--- src/rtl/sbm_pkg.sv ---
package sbm_pkg;
  typedef enum logic [0:0] {
    SBM_IDLE = 1'b0,
    SBM_WAIT = 1'b1
  } sbm_state_e;

  function automatic int unsigned sbm_cnt_width(input int unsigned limit);
    return (limit > 1) ? $clog2(limit) : 1;
  endfunction
endpackage

--- src/rtl/sbm_wait_timer.sv ---
module sbm_wait_timer #(
  parameter int unsigned TIMEOUT = 16
) (
  input  logic clk,
  input  logic rst_n,
  input  logic start,
  input  logic active,
  output logic expired
);
  localparam int unsigned CW = sbm_pkg::sbm_cnt_width(TIMEOUT);
  localparam logic [CW-1:0] LAST = CW'(TIMEOUT - 1);

  logic [CW-1:0] cnt_q;

  always_ff @(posedge clk) begin
    if (!rst_n) begin
      cnt_q <= '0;
    end else if (start) begin
      cnt_q <= '0;
    end else if (active && (cnt_q != LAST)) begin
      cnt_q <= cnt_q + 1'b1;
    end
  end

  assign expired = active && (cnt_q == LAST);

  AST_WAIT_BOUND: assert property (@(posedge clk) disable iff (!rst_n)
    active |-> (cnt_q <= LAST));
endmodule

--- src/rtl/sbm_ctrl.sv ---
module sbm_ctrl (
  input  logic clk,
  input  logic rst_n,
  input  logic req_valid,
  input  logic slave_ready,
  input  logic expired,
  output logic req_ready,
  output logic accept,
  output logic in_wait,
  output logic finish,
  output logic done,
  output logic error
);
  import sbm_pkg::*;

  sbm_state_e state_q, state_d;
  logic       abort;

  assign in_wait   = (state_q == SBM_WAIT);
  assign req_ready = (state_q == SBM_IDLE);
  assign accept    = req_ready && req_valid;
  assign finish    = in_wait && slave_ready;
  assign abort     = in_wait && !slave_ready && expired;

  always_comb begin
    state_d = state_q;
    unique case (state_q)
      SBM_IDLE: if (accept) state_d = SBM_WAIT;
      SBM_WAIT: if (finish || abort) state_d = SBM_IDLE;
      default:  state_d = SBM_IDLE;
    endcase
  end

  always_ff @(posedge clk) begin
    if (!rst_n) begin
      state_q <= SBM_IDLE;
      done    <= 1'b0;
      error   <= 1'b0;
    end else begin
      state_q <= state_d;
      done    <= finish;
      error   <= abort;
    end
  end

  AST_DONE_ERR_EXCL: assert property (@(posedge clk) disable iff (!rst_n)
    !(done && error));
  AST_DONE_AFTER_HIT: assert property (@(posedge clk) disable iff (!rst_n)
    (in_wait && slave_ready) |=> (done && !in_wait));
  AST_BUSY_NOT_READY: assert property (@(posedge clk) disable iff (!rst_n)
    in_wait |-> !req_ready);
endmodule

--- src/rtl/sbm_datapath.sv ---
module sbm_datapath #(
  parameter int unsigned AW = 32,
  parameter int unsigned DW = 32
) (
  input  logic          clk,
  input  logic          rst_n,
  input  logic          accept,
  input  logic          in_wait,
  input  logic          finish,
  input  logic [AW-1:0] req_addr,
  input  logic          req_rnw,
  input  logic [DW-1:0] req_wdata,
  input  logic [DW-1:0] bus_rdata,
  output logic [AW-1:0] bus_addr,
  output logic          bus_rnw,
  output logic [DW-1:0] bus_wdata,
  output logic [DW-1:0] rd_data
);
  logic [AW-1:0] addr_q;
  logic          rnw_q;
  logic [DW-1:0] wdata_q;
  logic [DW-1:0] rdata_q;

  always_ff @(posedge clk) begin
    if (!rst_n) begin
      addr_q  <= '0;
      rnw_q   <= 1'b0;
      wdata_q <= '0;
    end else if (accept) begin
      addr_q  <= req_addr;
      rnw_q   <= req_rnw;
      wdata_q <= req_rnw ? '0 : req_wdata;
    end
  end

  always_ff @(posedge clk) begin
    if (!rst_n) begin
      rdata_q <= '0;
    end else if (finish && rnw_q) begin
      rdata_q <= bus_rdata;
    end
  end

  assign bus_addr  = in_wait ? addr_q  : '0;
  assign bus_rnw   = in_wait ? rnw_q   : 1'b0;
  assign bus_wdata = in_wait ? wdata_q : '0;
  assign rd_data   = rdata_q;

  AST_CMD_HELD: assert property (@(posedge clk) disable iff (!rst_n)
    (in_wait && !finish) |=> (!in_wait || ($stable(bus_addr) && $stable(bus_rnw)
                                           && $stable(bus_wdata))));
  AST_RD_KEPT: assert property (@(posedge clk) disable iff (!rst_n)
    !(finish && rnw_q) |=> $stable(rd_data));
  AST_IDLE_QUIET: assert property (@(posedge clk) disable iff (!rst_n)
    !in_wait |-> (bus_addr == '0 && bus_wdata == '0 && !bus_rnw));
endmodule

--- src/rtl/sync_bus_master.sv ---
module sync_bus_master #(
  parameter int unsigned AW      = 32,
  parameter int unsigned DW      = 32,
  parameter int unsigned TIMEOUT = 16
) (
  input  logic          clk,
  input  logic          rst_n,
  input  logic          req_valid,
  output logic          req_ready,
  input  logic [AW-1:0] req_addr,
  input  logic          req_rnw,
  input  logic [DW-1:0] req_wdata,
  output logic          done,
  output logic          error,
  output logic [DW-1:0] rd_data,
  output logic          bus_cmd_valid,
  output logic [AW-1:0] bus_addr,
  output logic          bus_rnw,
  output logic [DW-1:0] bus_wdata,
  input  logic [DW-1:0] bus_rdata,
  input  logic          slave_ready
);
  logic accept;
  logic in_wait;
  logic finish;
  logic expired;

  sbm_ctrl u_ctrl (
    .clk        (clk),
    .rst_n      (rst_n),
    .req_valid  (req_valid),
    .slave_ready(slave_ready),
    .expired    (expired),
    .req_ready  (req_ready),
    .accept     (accept),
    .in_wait    (in_wait),
    .finish     (finish),
    .done       (done),
    .error      (error)
  );

  sbm_wait_timer #(.TIMEOUT(TIMEOUT)) u_timer (
    .clk    (clk),
    .rst_n  (rst_n),
    .start  (accept),
    .active (in_wait),
    .expired(expired)
  );

  sbm_datapath #(.AW(AW), .DW(DW)) u_dp (
    .clk      (clk),
    .rst_n    (rst_n),
    .accept   (accept),
    .in_wait  (in_wait),
    .finish   (finish),
    .req_addr (req_addr),
    .req_rnw  (req_rnw),
    .req_wdata(req_wdata),
    .bus_rdata(bus_rdata),
    .bus_addr (bus_addr),
    .bus_rnw  (bus_rnw),
    .bus_wdata(bus_wdata),
    .rd_data  (rd_data)
  );

  assign bus_cmd_valid = in_wait;

  AST_ACCEPT_DRIVES: assert property (@(posedge clk) disable iff (!rst_n)
    (req_valid && req_ready) |=> bus_cmd_valid);
  AST_PULSE_SHORT: assert property (@(posedge clk) disable iff (!rst_n)
    (done || error) |=> !(done || error));
endmodule

--- config.mk ---
export PLATFORM = sky130hd
export DESIGN_NAME = sync_bus_master
export DESIGN_NICKNAME = d
export VERILOG_FILES = /design/src/rtl/sbm_pkg.sv /design/src/rtl/sbm_wait_timer.sv /design/src/rtl/sbm_ctrl.sv /design/src/rtl/sbm_datapath.sv /design/src/rtl/sync_bus_master.sv
export SDC_FILE = /design/constraint.sdc
export NUM_CORES = 1
export LEC_CHECK = 0
export ABC_AREA = 1
export CAP_MARGIN = 20
export CORE_MARGIN = 1.5
export CORE_UTILIZATION = 38
export CTS_CLUSTER_SIZE = 10
export DETAILED_ROUTE_END_ITERATION = 10
export PLACE_DENSITY = 0.78
export SYNTH_ARGS = -nofsm -noshare
export SYNTH_HDL_FRONTEND = slang
export SYNTH_HIERARCHICAL = 1
export SYNTH_SLANG_ARGS = --single-unit
export TNS_END_PERCENT = 50
--- constraint.sdc ---
create_clock -name clk -period 1.35 [get_ports clk]
set_input_delay 0.27 -clock clk [delete_from_list [all_inputs] [get_ports clk]]
set_output_delay 0.27 -clock clk [all_outputs]
set_load 0.05 [all_outputs]
==> flow_summary.toml <==
[yosys]
synth_top_flop_cell = "dfxtp_1"
synth.avg_cell_area_um2 = 7.29
synthTopCellsByCount = "114 x nand2_1, 104 x dfxtp_1, 79 x nor2_1, 74 x inv_1, 66 x nand3_1"
yosysUniqueCellTypes = 18
synth_top_area_share_pct = 46.5
syn_nets = 716
mappedNetlistArea_mm2 = 0.00447
synth_area_leaders = "dfxtp_1 47%, nand2_1 9.6%, nand3_1 7.4%"
async_flop_share_pct = 0
synth_edf_count = 0
ys_warn_count = 6
synth-seq-cells = 104
yosysTopAreaCell = "dfxtp_1"
synth_most_common_cell = "nand2_1"
seq_area_frac_synth_pct = 46.5
syn_inst = 614

[grt]
grt_max_degree = 39
grt_pass1_vias = 4719
track_usage_pct = 21.8
grt_pass1_wl_um = 22200
overflow = 0
antenna_found_initial = 0

[clock_network]
cts_tree = "yes"
clock_sinks = 104
clock-root-buffer = "clkbuf_16"
clockBufferDepth = 2
cts_buffers = 9
htree_levels = 3
cts.clk_slew.worst_paths_ps = 70
clock_latency_ps = 340

[critical_path]
crit_path_start_kind = "flop"
r2r_start = "u_ctrl/in_wait$_SDFF_PN0_"
reg2reg_depth = 8
setup.worst_path.end_class = "output pin"
reg2reg_to = "u_timer/cnt_q[1]$_SDFFE_PP0P_"
path_class = "flop to output pin"
worstPathRequired_ps = 1080
cp.arrival_ps = 1290
crit_path_max_fanout = 22
r2r_slack_ps = -30

[timing]
drv_slew = 0
period_needed_ps = 1560
max_freq_mhz = 643
worst_slew_pin_slew_ps = 285
relSlewSlack_pct = 81.0
rsz0062_at_grt = "yes"
holdWs_ps = 472
finalClockSkew_ps = 7.91
hold_viol = 0
postLayoutSetupSlackWorst_ps = -206
timing.final.crit_share_pct = 115
setup-violations-final = 71

[floorplanning]
initial_utilization_pct = 39.0
core_region_area_mm2 = 0.0115
design.die.area_mm2 = 0.0124
fp.dieW_um = 112
io_pins = 202
die_y_um = 112
num_rows = 39

[power_and_ir_drop]
p_sw_mw = 2.03
switching_share_pct = 27.6
vdd_drop_max_mv = 0.702
internal_power_mw = 5.33
clkPwrFrac_pct = 34.0
leakage_nw = 2.97
sequentialPowerShare_pct = 45.1
total_power_mw = 7.35
powerDensity_mw_per_mm2 = 875
comb_power_share_pct = 21.0

[placed_design]
dp_hpwl_um = 10400
place.gp.congestion = 0.823
numPortBuffers = 201
pre_cts_ws_ps = -261

[layout]
fin_nets = 911
syn_to_final_growth_pct = 87.8
antenna_cells = 0
layout-drive-gt1-share_pct = 36.6

[drt]
vias = 4703
first_iter_violations = 405
drt_wl_total_um = 14200
drc = 0
dr.pass1.iters = 4
wl_per_cell_um = 14.9
viasPerCell = 4.91
antenna_left = 0

[worst_hold_path]
whs_endpoint = "u_dp/wdata_q[30]$_SDFFE_PN0P_"
min-delay-start = "u_dp/wdata_q[30]$_SDFFE_PN0P_"
hp-class = "flop to flop"
worstHoldPathCells = 2

[run_status]
violations = "setup timing"
outcome = "finished with violations"

[run]
maxCapViolations = 0
==> critical path, stage by stage, from the launching register on <==
cell	delay [ps]
dfxtp_4	430
buf_12	190
nand2_1	110
clkinvlp_4	90
buf_12	130
==> state kept, by name (all words and copies together), names as in the netlist <==
signal,cells
u_dp/addr_q,32
u_dp/wdata_q,32
u_ctrl/done,1
u_ctrl/in_wait,1
u_dp/rd_data,32
u_dp/rnw_q,1
u_ctrl/error,1
u_timer/cnt_q,4
==> routing by layer <==
layer  wire [um]  vias up  global-route usage [%]
met3         881       28                    4.79
met5           0        -                       0
met2        7240      194                    39.4
met1        5700     2183                    24.7
li1            -     2298                       -
met4         413        0                    9.70
==> final cells by class <==
cell class / instances / area (um2)
clock inverter: 5 / 36.3
multi-input combinational: 388 / 1930
sequential: 104 / 2090
tap: 143 / 179
timing repair buffer: 228 / 3380
fill: 805 / 3060
inverter: 78 / 538
clock buffer: 11 / 253
==> what timing repair did <==
action,CTS,global route
resized for setup,39,32
setup endpoints to repair,67,167
endpoints found under the hold margin,0,0
hold buffers,0,0
gates cloned,0,2
buffers inserted,1,0
==> cell usage in the layout, fill, tap and decap left out <==
master	n
buf_12	109
buf_6	1
clkbuf_16	11
ha_1	1
nor2_4	1
nand3_1	66
o21ai_1	19
inv_8	2
clkdlybuf4s50_1	100
dfxtp_4	1
buf_4	14
o21ai_0	15
a21oi_1	42
inv_2	7
a21oi_2	24
buf_8	2
o21ai_2	1
nand2_1	83
clkinvlp_4	61
nand2_4	1
inv_4	1
inv_6	3
dfxtp_1	103
nand4_1	1
inv_1	8
clkinv_2	1
nand2_2	54
nand3_2	2
clkbuf_8	2
nor2_1	78
==> kinds of logic (layout without fill, tap and decap cells) <==
| family | after synthesis | in the layout | synth area share, % |
|---|---|---|---|
| flops | 104 | 104 | 46.5 |
| simple gates | 286 | 286 | 27.5 |
| compound gates | 101 | 101 | 13.1 |
| fa+ha+maj | 1 | 1 | 0.280 |
| buf+inv | 122 | 322 | 12.6 |
==> power groups by stage <==
stage	clock network (mW)	registers [mW]	logic (mW)
3_3_place_gp	0	3.36	1.43
2_1_floorplan	0	3.39	0.690
3_5_place_dp	0	3.37	1.46
6_report	2.50	3.31	1.54
5_1_grt	2.72	3.32	1.63
4_1_cts	2.56	3.31	1.50
==> per-stage QoR <==
step | setup TNS [ps] | area [um2] | util [%] | cells
5_1_grt | -16800 | 8400 | 73.3 | 957
3_5_place_dp | -17130 | 7930 | 69.1 | 938
3_3_place_gp | -13920 | 7930 | 69.1 | 938
4_1_cts | -13080 | 8320 | 72.5 | 955
6_report | -11430 | 8400 | 73.3 | 957
2_1_floorplan | -3110 | 4730 | - | 614
==> worst max path at each step <==
stage / startpoint / to / slack, ps
global placement: slave_ready / u_dp/rd_data[9]$_SDFFE_PN0P_ / -180
floorplan: u_ctrl/in_wait$_SDFF_PN0_ / bus_addr[11] / -60
finish: u_ctrl/in_wait$_SDFF_PN0_ / bus_addr[27] / -210
detailed placement: req_valid / u_timer/cnt_q[1]$_SDFFE_PP0P_ / -260
CTS: u_ctrl/in_wait$_SDFF_PN0_ / bus_addr[5] / -230
global route: u_ctrl/in_wait$_SDFF_PN0_ / bus_wdata[20] / -270
No activity file was read; power rests on OpenSTA's default activity.
